==> src/rtl/rsu_status_tracker.sv <==
module rsu_status_tracker #(
  parameter int          MAX_RETRY = 3,
  parameter logic [31:0] VERSION   = 32'h0000_0202
) (
  input  logic        clk,
  input  logic        rst_n,
  input  logic        cmd_valid,
  output logic        cmd_ready,
  input  logic [7:0]  cmd_op,
  input  logic [1:0]  cmd_argc,
  input  logic [31:0] cmd_arg0,
  input  logic [31:0] cmd_arg1,
  output logic        rsp_valid,
  input  logic        rsp_ready,
  output logic [31:0] rsp_word,
  output logic        rsp_last,
  input  logic        cfg_ok,
  input  logic        cfg_fail,
  input  logic        cfg_retry,
  input  logic [31:0] cfg_code,
  input  logic [31:0] cfg_loc,
  input  logic [31:0] cfg_detail,
  output logic        reconfig_req,
  output logic [31:0] reconfig_addr,
  output logic        fallback_req
);
  localparam logic [1:0]  LIM       = 2'(MAX_RETRY - 1);
  localparam logic [7:0]  OP_UPD    = 8'h5C;
  localparam logic [7:0]  OP_STAT   = 8'h5B;
  localparam logic [7:0]  OP_NOTE   = 8'h5D;
  localparam logic [31:0] N_RETRY   = 32'h0005_0000;
  localparam logic [31:0] N_ERRCLR  = 32'h0006_0000;

  logic [31:0] cur_off, fail_off, f_code, f_loc, f_det, tgt;
  logic [1:0]  retry;
  logic        busy, r_err, r_upd, pend;
  logic [7:0]  r_op;
  logic [3:0]  idx, len;
  logic [31:0] data_w;

  wire accept = cmd_valid && cmd_ready;
  wire [31:0] a0 = (cmd_argc != 2'd0) ? cmd_arg0 : 32'h0;
  wire [31:0] a1 = cmd_argc[1] ? cmd_arg1 : 32'h0;
  wire xfer = rsp_valid && rsp_ready;

  assign cmd_ready     = !busy;
  assign rsp_valid     = busy;
  assign rsp_last      = busy && (idx == len);
  assign reconfig_addr = tgt;

  always_comb begin
    case (idx)
      4'd2:    data_w = cur_off;
      4'd4:    data_w = fail_off;
      4'd5:    data_w = f_code;
      4'd6:    data_w = VERSION;
      4'd7:    data_w = f_loc;
      4'd8:    data_w = f_det;
      4'd9:    data_w = {30'h0, retry};
      default: data_w = 32'h0;
    endcase
  end

  assign rsp_word = (idx == 4'd0) ? {r_err, 7'h0, r_op, 12'h0, len} : data_w;

  always_ff @(posedge clk) begin
    if (!rst_n) begin
      cur_off <= '0; fail_off <= '0; f_code <= '0; f_loc <= '0; f_det <= '0;
      tgt <= '0; retry <= '0; fallback_req <= 1'b0; pend <= 1'b0;
      busy <= 1'b0; r_err <= 1'b0; r_upd <= 1'b0; r_op <= '0;
      idx <= '0; len <= '0; reconfig_req <= 1'b0;
    end else begin
      reconfig_req <= 1'b0;
      if (cfg_ok && pend) begin
        cur_off <= tgt; fail_off <= '0; f_code <= '0; f_loc <= '0; f_det <= '0;
        retry <= '0; fallback_req <= 1'b0; pend <= 1'b0;
      end else if (cfg_fail && fail_off == 32'h0) begin
        fail_off <= cur_off; f_code <= cfg_code; f_loc <= cfg_loc; f_det <= cfg_detail;
      end
      if (cfg_retry) begin
        if (retry >= LIM) fallback_req <= 1'b1;
        else              retry <= retry + 2'd1;
      end
      if (xfer) begin
        if (idx == len) begin
          busy <= 1'b0;
          if (r_upd) begin
            reconfig_req <= 1'b1;
            pend         <= 1'b1;
          end
          r_upd <= 1'b0;
        end else begin
          idx <= idx + 4'd1;
        end
      end
      if (accept) begin
        busy  <= 1'b1;
        idx   <= '0;
        r_op  <= cmd_op;
        r_err <= 1'b0;
        len   <= 4'd0;
        r_upd <= 1'b0;
        case (cmd_op)
          OP_STAT: len <= 4'd9;
          OP_UPD: begin
            if (a1 != 32'h0) r_err <= 1'b1;
            else begin
              tgt   <= a0;
              r_upd <= 1'b1;
            end
          end
          OP_NOTE: begin
            if (a0 == N_RETRY) begin
              retry        <= '0;
              fallback_req <= 1'b0;
            end else if (a0 == N_ERRCLR) begin
              fail_off <= '0; f_code <= '0; f_loc <= '0; f_det <= '0;
            end else begin
              r_err <= 1'b1;
            end
          end
          default: r_err <= 1'b1;
        endcase
      end
    end
  end

  p_retry_bound_r6: assert property (@(posedge clk) disable iff (!rst_n)
    retry <= LIM);

  p_fallback_cause_r6: assert property (@(posedge clk) disable iff (!rst_n)
    $rose(fallback_req) |-> $past(cfg_retry));

  p_first_fail_r5: assert property (@(posedge clk) disable iff (!rst_n)
    ($past(fail_off) != 32'h0 && fail_off != $past(fail_off)) |-> fail_off == 32'h0);

  p_reconfig_after_rsp_r3: assert property (@(posedge clk) disable iff (!rst_n)
    reconfig_req |-> $past(rsp_valid && rsp_ready && rsp_last));

  p_rsp_hold_r10: assert property (@(posedge clk) disable iff (!rst_n)
    (rsp_valid && !rsp_ready) |=> rsp_valid);

  p_accept_rsp_r2: assert property (@(posedge clk) disable iff (!rst_n)
    (cmd_valid && cmd_ready) |=> (rsp_valid && !cmd_ready));
endmodule

==> config.mk <==
export PLATFORM = sky130hd
export DESIGN_NAME = rsu_status_tracker
export DESIGN_NICKNAME = d
export VERILOG_FILES = /design/src/rtl/rsu_status_tracker.sv
export SDC_FILE = /design/constraint.sdc
export NUM_CORES = 1
export LEC_CHECK = 0
export ABC_AREA = 1
export BUFFER_PORTS_ARGS = -buffer_cell sky130_fd_sc_hd__buf_2
export CAP_MARGIN = 20
export CORE_MARGIN = 4
export CORE_UTILIZATION = 40
export DETAILED_ROUTE_END_ITERATION = 8
export HOLD_SLACK_MARGIN = 0.02
export PLACE_DENSITY = 0.62
export SLEW_MARGIN = 20
export SYNTH_ARGS = -nofsm -noshare
export SYNTH_HDL_FRONTEND = slang
export SYNTH_SLANG_ARGS = --single-unit
export TNS_END_PERCENT = 1
==> constraint.sdc <==
create_clock -name clk -period 4.85 [get_ports clk]
set_clock_uncertainty 0.05 [all_clocks]
set_input_delay 0.485 -clock clk [delete_from_list [all_inputs] [get_ports clk]]
set_output_delay 0.485 -clock clk [all_outputs]
set_load 0.01 [all_outputs]
# --- After elaboration in Yosys (flattened, before gate mapping) ---
# Index checks and enable logic that the tools add are counted.
classes:
  add_sub_neg: 2
  n_mul: 0
  n_div: 0
  order_cmp: 1
  eq_ne: 13
  shifts: 0
  muxes: 56
  n_bitwise: 3
  reduce_logical: 17
ops:
  columns: ["op", "n"]
  rows:
  - ["two-way mux 32 bit", 27]
  - ["case mux 32 bit (7 select lines)", 1]
  - ["== test 32 x 19 -> 1 bit (second input constant)", 2]
  - ["logical NOT 32 bit", 1]
  - ["nonzero test 32 bit", 1]
  - ["== test 8 x 7 -> 1 bit (second input constant)", 3]
  - ["two-way mux 1 bit", 20]
  - ["== test 4 x 3 -> 1 bit (second input constant)", 4]
  - ["two-way mux 2 bit", 6]
  - ["== test 4 bit (second input constant)", 2]
  - ["AND reduction 3 bit", 2]
  - ["nonzero test 2 bit", 3]
  - ["logical AND 1 bit", 5]
  - ["adder 4 x 1 -> 4 bit (second input constant)", 1]
  - ["== test 4 x 2 -> 1 bit (second input constant)", 1]
  - ["== test 4 bit", 1]
  - ["logical NOT 4 bit", 1]
  - ["two-way mux 4 bit", 1]
  - ["AND reduction 2 bit", 2]
  - ["inverter 1 bit", 3]
  - ["case mux 1 bit (3 select lines)", 1]
  - ["adder 2 x 1 -> 2 bit (second input constant)", 1]
  - [">= comparator 2 bit (second input constant)", 1]
  - ["OR reduction 2 bit", 1]
  - ["logical NOT 1 bit", 1]
totals:
  reg_bits: 216
  latchBits: 0
  mem_bits_rw: 0
  romBits: 0
  input_bits: 177
  out_inout_bits: 69
  word_cells: 108
  n_memories: 0

# --- Longest topological paths before layout ---
# Gate-level depths: netlist of the first run.
depth:
  depth_word: 8
  ltp_mapped: 13

# --- Worst setup path after synthesis of the first run ---
# Ideal clock, no wire load.
synth_path:
  path_type: "register -> output"
  start: "register idx[0]"
  end: "output rsp_word[17]"
  t_arrival_ps: 1556
  slack_ps: 2759
  path_stages_with_launch: 8
  path_cell_list: "dfxtp_1 > inv_1 > ha_1 > nand3_1 > clkbuf_1 > o22ai_1 > o31ai_1 > o21ai_0"
synth_between:
  elab_chain_cells: 3
  word_cells_on_any_way: 10
  cone_classes: "eq/ne (7); mux (2); reduce/logical (1)"
synth_lines:
  columns: ["element", "line_no", "rtl"]
  rows:
  - ["from (decl)", "38", "logic [3:0] idx, len;"]
  - ["from (signal assigned)", "93", "idx <= idx + 4'd1;"]
  - ["== test 4 bit (tied with other cells)", "52", "case (idx)"]
  - ["case mux 32 bit (7 select lines)", "52", null]
  - ["two-way mux 32 bit (*)", "64", "assign rsp_word = (idx == 4'd0) ? {r_err, 7'h0, r_op, 12'h0, len} : data_w;"]
  - ["to (decl)", "15", "output logic [31:0] rsp_word,"]
# Every way passes the cells marked *; elsewhere a longest branch is shown, timed or not.

# --- Final worst setup path of the first run ---
layout_path:
  start: "register idx[0]"
  end: "output rsp_word[0]"
# The elaborated chain is that of the path after synthesis.

==> metrics.md, run 1 <==
| Metric | Value |
|---|---|
| Outcome | `completed` |
| Starting Density | `roughly 40%` |
| First-pass GRT wire length | `50900 um` |
| Clock Tree Buf Depth | `3` |
| Antenna Violating Nets Remaining | `0` |
| WL final | `roughly 33000 um` |
| Final Net Count | `approximately 2.0k` |
| CTS buffer count | `24` |
| Post-Syn Instances | `1632` |
| Mapped cell area | `0.0105 mm^2` |
| Layout cells sized above 1 | `between 15 and 20%` |
| Post-synth cell types | `30` |
| Via-to-Cell Ratio | `4.93` |
| Worst hold path type | `in2reg` |
| Startpoint Class | `flop` |
| Post-CTS setup buffer count | `0` |
| I/O pins | `246` |
| Final min period | `around 3700 ps` |
| Die Area | `a little under 0.03 mm^2` |
| Reg2reg start | `pend$_SDFF_PN0_` |
| Clk sinks | `roughly 210` |
| Worst ir drop on vdd | `559 uV` |
| Design Power | `around 6.4 mW` |
| CP required | `~4300 ps` |
| Tightest Pin Transition | `1050 ps` |
| Final hold vios | `0` |
| FP Rows | `59` |
| Post-DR wirelength/cell | `15.1 um` |
| Crit path launch | `idx[0]$_SDFFE_PP0P_` |
| P&R area growth vs syn | `20.0%` |
| RePlAce Congestion | `~0.86` |
| Initial drt markers | `1011` |
| Sequential fraction of the synthesis area | `40.7%` |
| Synth warnings | `0` |
| Gr usage total | `a little over a fifth` |
| # resized after CTS | `0` |
| Ranking of synthesized cells by area | `dfxtp_1 (41%), nor2_1 (15%), nand2_1 (9.4%)` |
| Syn nets | `1813` |
| RSZ-0062 raised after global routing | `false` |
| Initial antenna violation count | `0` |
| TritonRoute pass-1 iters | `5` |
| Setup violators final | `0` |
| Fmax | `0.269 GHz` |
| Vias in the first global route | `between 9k and 10k` |
| Vias | `10.7k` |
| Max Cap Viol | `0` |
| Die height | `170 um` |
| Average size of a mapped cell | `6.43 um^2` |
| Largest net degree at the start of global routing | `159` |
| Critical Path AT | `3180 ps` |
| Post-route setup TNS | `0 ps` |
| Crit end category | `output pin` |
| Worst relative slew slack | `29.6%` |
| CTS tree | `done` |
| Post-synth top area share | `about two fifths` |
| Inserted Diodes | `0` |
| H-Tree Depth | `1` |
| Drt drc | `0` |
| Worst hold slack | `between 100 and 150 ps` |
| Clk Latency, worst-skew pair | `530 ps` |
| Fin. max-slew vios | `0` |
| Post-detail-place hpwl | `23200 um` |
| Pleak | `5.98 nW` |
| Max FO, Critical Path | `20` |
| Crit Path Class | `reg2out` |
| Clock slew at reported path FFs | `60 ps` |
| CTS root buffer | `clkbuf_16` |
| FF+latch count, synth | `213` |
| Final period util | `approximately 77%` |
| Core area | `0.0259 mm^2` |
| Remaining Overflow, GRT | `0` |
| Fillers | `2683` |
| Port bufs | `roughly 250` |
| Power Density | `506 mW/mm^2` |
| Min-Delay Startpoint | `cfg_detail[4]` |
| Die Width | `170 um` |
| Hold-fix buffers at CTS | `0` |
| Synth area leader | `dfxtp_1` |
-- layout make-up --
type,count,area [um^2],share of cell area [%]
clock inverters,4,31.3,0.249
multi-input cells,1088,4890,38.9
inverters,230,865,6.87
well taps,335,419,3.33
repair buffers,260,1380,11.0
flip-flops and latches,213,4260,33.9
clock buffers,37,729,5.80
-- final timing paths --
path / end / cells after the start / slack (ps)
setup / recovery: rsp_word[0] / 8 / 1140
hold / removal: f_det[4]$_SDFF_PN0_ / 3 / 130
setup reg to reg: f_det[20]$_SDFF_PN0_ / 10 / 2210
hold reg to reg: r_op[3]$_SDFFE_PN0P_ / 2 / 410
-- Yosys cell counts --
library cell	number
buf_6	9
clkbuf_1	71
o21a_1	2
buf_2	18
nor3b_1	1
ha_1	4
buf_8	2
a21oi_1	186
o221ai_1	6
a211oi_1	21
nor3_1	6
inv_1	229
buf_4	1
nand3_2	1
inv_2	1
nand2_2	11
o211ai_1	2
o21ai_0	67
dfxtp_1	213
nor2_2	12
o21ai_1	1
nor2_4	1
nand4_1	11
nand3b_1	1
o31ai_1	4
nand2_1	263
nor2_1	409
nand3_1	20
o32ai_1	1
o22ai_1	58
-- registers in the layout (all words and copies together) (netlist names) --
name,flops
cur_off,32
f_code,32
f_det,32
f_loc,32
fail_off,32
fallback_req,1
idx,4
len,1
pend,1
r_err,1
r_op,8
r_upd,1
reconfig_addr,32
reconfig_req,1
retry,2
rsp_valid,1
-- layout by cell type, fill, tap and decap left out, types with 8 or more instances in the layout --
cell	synthesis	final
nand2_2	11	11
a21oi_1	186	186
inv_1	229	228
o22ai_1	58	58
nand3_1	20	18
nor2_1	409	409
clkbuf_8	0	8
o21ai_0	67	67
clkbuf_16	0	24
buf_2	18	245
nand4_1	11	11
nor2_2	12	12
dfxtp_1	213	213
buf_4	1	12
a211oi_1	21	21
nand2_1	263	263
-- logic make-up (layout without fill, tap and decap cells) --
kind of cell,after synthesis,count (layout),synth area share (%)
buffers and inverters,331,531,13.0
adders and majority gates,4,4,0.477
and+or+nand+nor,736,736,27.7
DFF,213,213,40.7
AOI/OAI and AO/OA,348,348,18.2
-- power breakdown --
group | internal [mW] | switching, mW
logic | 0.805 | 1.55
clock network | 1.03 | 0.722
registers | 2.16 | 0.102
total | 3.99 | 2.37
-- per-layer routing --
layer | up-vias | GRT usage (%) | part of all wire (%)
met5 | - | 0 | 0
met4 | 0 | 5.80 | 2.3
met3 | 50 | 3.34 | 7.2
met2 | 368 | 31.7 | 42
met1 | 4773 | 32.8 | 49
li1 | 5488 | - | -
-- per-stage QoR --
stage	util [%]	instances	instance area (um^2)	setup WS, ps
2_1_floorplan	-	1632	10500	2760
3_3_place_gp	45.4	2124	11800	1610
3_5_place_dp	45.5	2125	11800	1560
4_1_cts	48.5	2166	12600	1140
5_1_grt	48.6	2167	12600	948
6_report	48.6	2167	12600	1140
-- critical path: stages (launching register included) --
cell,delay (ps)
dfxtp_1,340
inv_1,150
ha_1,210
nand3_1,650
buf_4,480
o22ai_1,270
nor3_1,80
o21ai_0,290
buf_2,200
Note: power is estimated with default switching activity, not from simulation.
==> inputs of run 2 (changes only) <==
- PLACE_DENSITY: 0.62 -> 0.65
- clock period: 4.85 -> 3.05 ns (I/O delays scaled with it)
==> metrics.md, run 2 (synthesis results as in run 1) <==
| Metric | Value |
|---|---|
| CTS root buffer | `clkbuf_16` |
| Initial drt markers | `947 (-6.3%)` |
| Register share of total power | `35.2% (-0.3 points)` |
| Switching Fraction | `36.9% (-0.37 points)` |
| Worst hold path type | `in2reg` |
| FP Rows | `59 (unchanged)` |
| Core area | `0.0259 mm^2 (unchanged)` |
| CTS buffer count | `25 (+4.2%)` |
| Worst ir drop on vdd | `1140 uV (+100%)` |
| Gr usage total | `22.3% (+0.77 points)` |
| Setup violators final | `0 (unchanged)` |
| Vias in the first global route | `10.2k (+5.6%)` |
| Crit path launch | `idx[1]$_SDFFE_PP0P_` |
| Initial antenna violation count | `1 (+1)` |
| Commonest non-fill, non-tap cell in the layout | `nor2_1` |
| Post-layout instance count excluding filler cells | `2277 (+5.1%)` |
| First-pass GRT wire length | `52800 um (+3.8%)` |
| Antenna Violating Nets Remaining | `0 (unchanged)` |
| TritonRoute pass-1 iters | `5 (unchanged)` |
| RePlAce Congestion | `0.866 (+0.30%)` |
| Via-to-Cell Ratio | `4.86 (-1.3%)` |
| Most frequent cells in the layout | `nor2_1 (409), nand2_1 (262), buf_2 (245)` |
| Clock slew at reported path FFs | `60 ps (about the same)` |
| Worst relative slew slack | `50.5% (+21 points)` |
| FF-to-FF path depth | `9 (-1)` |
| Place WS | `292 ps (-1270 ps)` |
| Tightest Pin Transition | `742 ps (-311 ps)` |
| Drt drc | `0 (unchanged)` |
| Pleak | `6.45 nW (+7.9%)` |
| Post-DR wirelength/cell | `15.0 um (-1.1%)` |
| Post-detail-place hpwl | `23200 um (-0.28%)` |
| Largest net degree at the start of global routing | `182 (+14%)` |
| Power Density | `746 mW/mm^2 (+48%)` |
| Max Cap Viol | `0 (unchanged)` |
| I/O pins | `246 (unchanged)` |
| Startpoint Class | `flop` |
| P&R area growth vs syn | `30.6%` |
| Die height | `170 um (unchanged)` |
| Clk sinks | `213 (unchanged)` |
| Final hold vios | `0 (unchanged)` |
| Crit path to | `rsp_word[18]` |
| Fin. max-slew vios | `0 (unchanged)` |
| Worst setup margin | `94.3 ps (-1040 ps)` |
| Final Net Count | `2108 (+5.5%)` |
| Crit Path Class | `reg2out` |
| Clk Latency, worst-skew pair | `510 ps (-20 ps)` |
| Clk pwr share | `27.6% (about the same)` |
| P_int | `6.44 mW (+62%)` |
| RSZ-0062 raised after global routing | `false` |
| CP required | `2690 ps (-1630 ps)` |
| Remaining Overflow, GRT | `0 (unchanged)` |
| Vias | `11.1k (+3.7%)` |
| Starting Density | `40.5% (unchanged)` |
| H-Tree Depth | `1 (unchanged)` |
| Crit end category | `output pin` |
| Die Area | `0.0289 mm^2 (unchanged)` |
| Outcome | `completed` |
| Final period util | `96.9%` |
| Clock Tree Buf Depth | `3 (unchanged)` |
| Post-layout util | `52.8% (+4.3 points)` |
| Post-route setup TNS | `0 ps (unchanged)` |
| Die Width | `170 um (unchanged)` |
| Fillers | `2536 (-5.5%)` |
| Comb pwr share | `37.2% (+0.2 points)` |
| Setup slack, reg-to-reg | `810 ps (-1400 ps)` |
| Max FO, Critical Path | `32 (+60%)` |
| Fmax | `approximately 0.34 GHz` |
| Critical Path AT | `2600 ps (-580 ps)` |
| Post-placement cell count | `2133 (+0.38%)` |
| Reg2reg start | `rsp_valid$_SDFFE_PN0P_` |
| Design Power | `10.2 mW (+61%)` |
| WL final | `34100 um (+3.9%)` |
| Port bufs | `245 (unchanged)` |
| CTS tree | `done` |
| Switching Power | `3.77 mW (+59%)` |
| Register Area | `0.00427 mm^2 (about the same)` |
| Layout cells sized above 1 | `17.5% (-0.22 points)` |
| RR Endpoint | `fail_off[12]$_SDFF_PN0_` |
| Final min period | `between 2000 and 3000 ps` |
| Area of the multi-input gates | `0.00489 mm^2 (about the same)` |
## run 2: area by class of cell
cell class                 count  share of cell area, %
timing repair buffer         368                   18.1
clock buffer                  33                   5.08
sequential                   213                   31.1
tap                          335                   3.06
timing repair inverter         1                 0.0548
clock inverter                 8                  0.503
multi-input combinational   1088                   35.7
inverter                     230                   6.34
antenna                        1                 0.0183
## run 2: per-stage QoR
| step | cell area (um^2) | hold slack [ps] |
|---|---|---|
| finish | 13700 | 40.3 |
| global route | 13700 | 35.5 |
| CTS | 13700 | 23.9 |
| detailed placement | 11900 | 390 |
| global placement | 11900 | 386 |
| floorplan | 10500 | 372 |
## run 2: layer usage
metal	vias up	routed length, um	global-route usage, %
met5	-	0	0
met2	379	14900	34.5
met4	0	646	4.97
met3	42	2530	3.23
li1	5701	-	-
met1	4950	16000	33.1
## run 2: critical path, stage by stage (launching register included)
cell and delay [ps]:
dfxtp_1 380, inv_1 110, ha_1 230, nand3_1 90, buf_4 360, o221ai_1 210, o21ai_0 330, o21ai_0 190
buf_2 180
## run 2: repair_timing
| item | 4_1_cts | 5_1_grt |
|---|---|---|
| pin swaps | 0 | 0 |
| gates cloned | 1 | 0 |
| endpoints found under the hold margin | 98 | 0 |
| endpoints found under the setup margin | 1 | 26 |
| hold buffers | 98 | 0 |
| gates resized for setup | 1 | 6 |
| buffers inserted | 2 | 1 |
## run 2: how the worst min path moves through the flow
stage / slack, ps / start / endpoint / cells past startpoint
2_1_floorplan: 370 / cfg_ok / pend$_SDFF_PN0_ / 1
3_3_place_gp: 390 / r_op[3]$_SDFFE_PN0P_ / r_op[3]$_SDFFE_PN0P_ / 2
3_5_place_dp: 390 / r_op[3]$_SDFFE_PN0P_ / r_op[3]$_SDFFE_PN0P_ / 2
4_1_cts: 20 / cfg_code[24] / f_code[24]$_SDFF_PN0_ / 3
5_1_grt: 40 / cfg_code[24] / f_code[24]$_SDFF_PN0_ / 3
6_report: 40 / cfg_code[24] / f_code[24]$_SDFF_PN0_ / 3
## run 2: power by group through the flow
stage | sequential (mW) | combinational (mW) | clock (mW)
floorplan | 3.61 | 2.91 | 0
global placement | 3.64 | 3.55 | 0
detailed placement | 3.65 | 3.64 | 0
CTS | 3.60 | 3.77 | 2.87
global route | 3.64 | 4.37 | 2.97
finish | 3.59 | 3.80 | 2.82
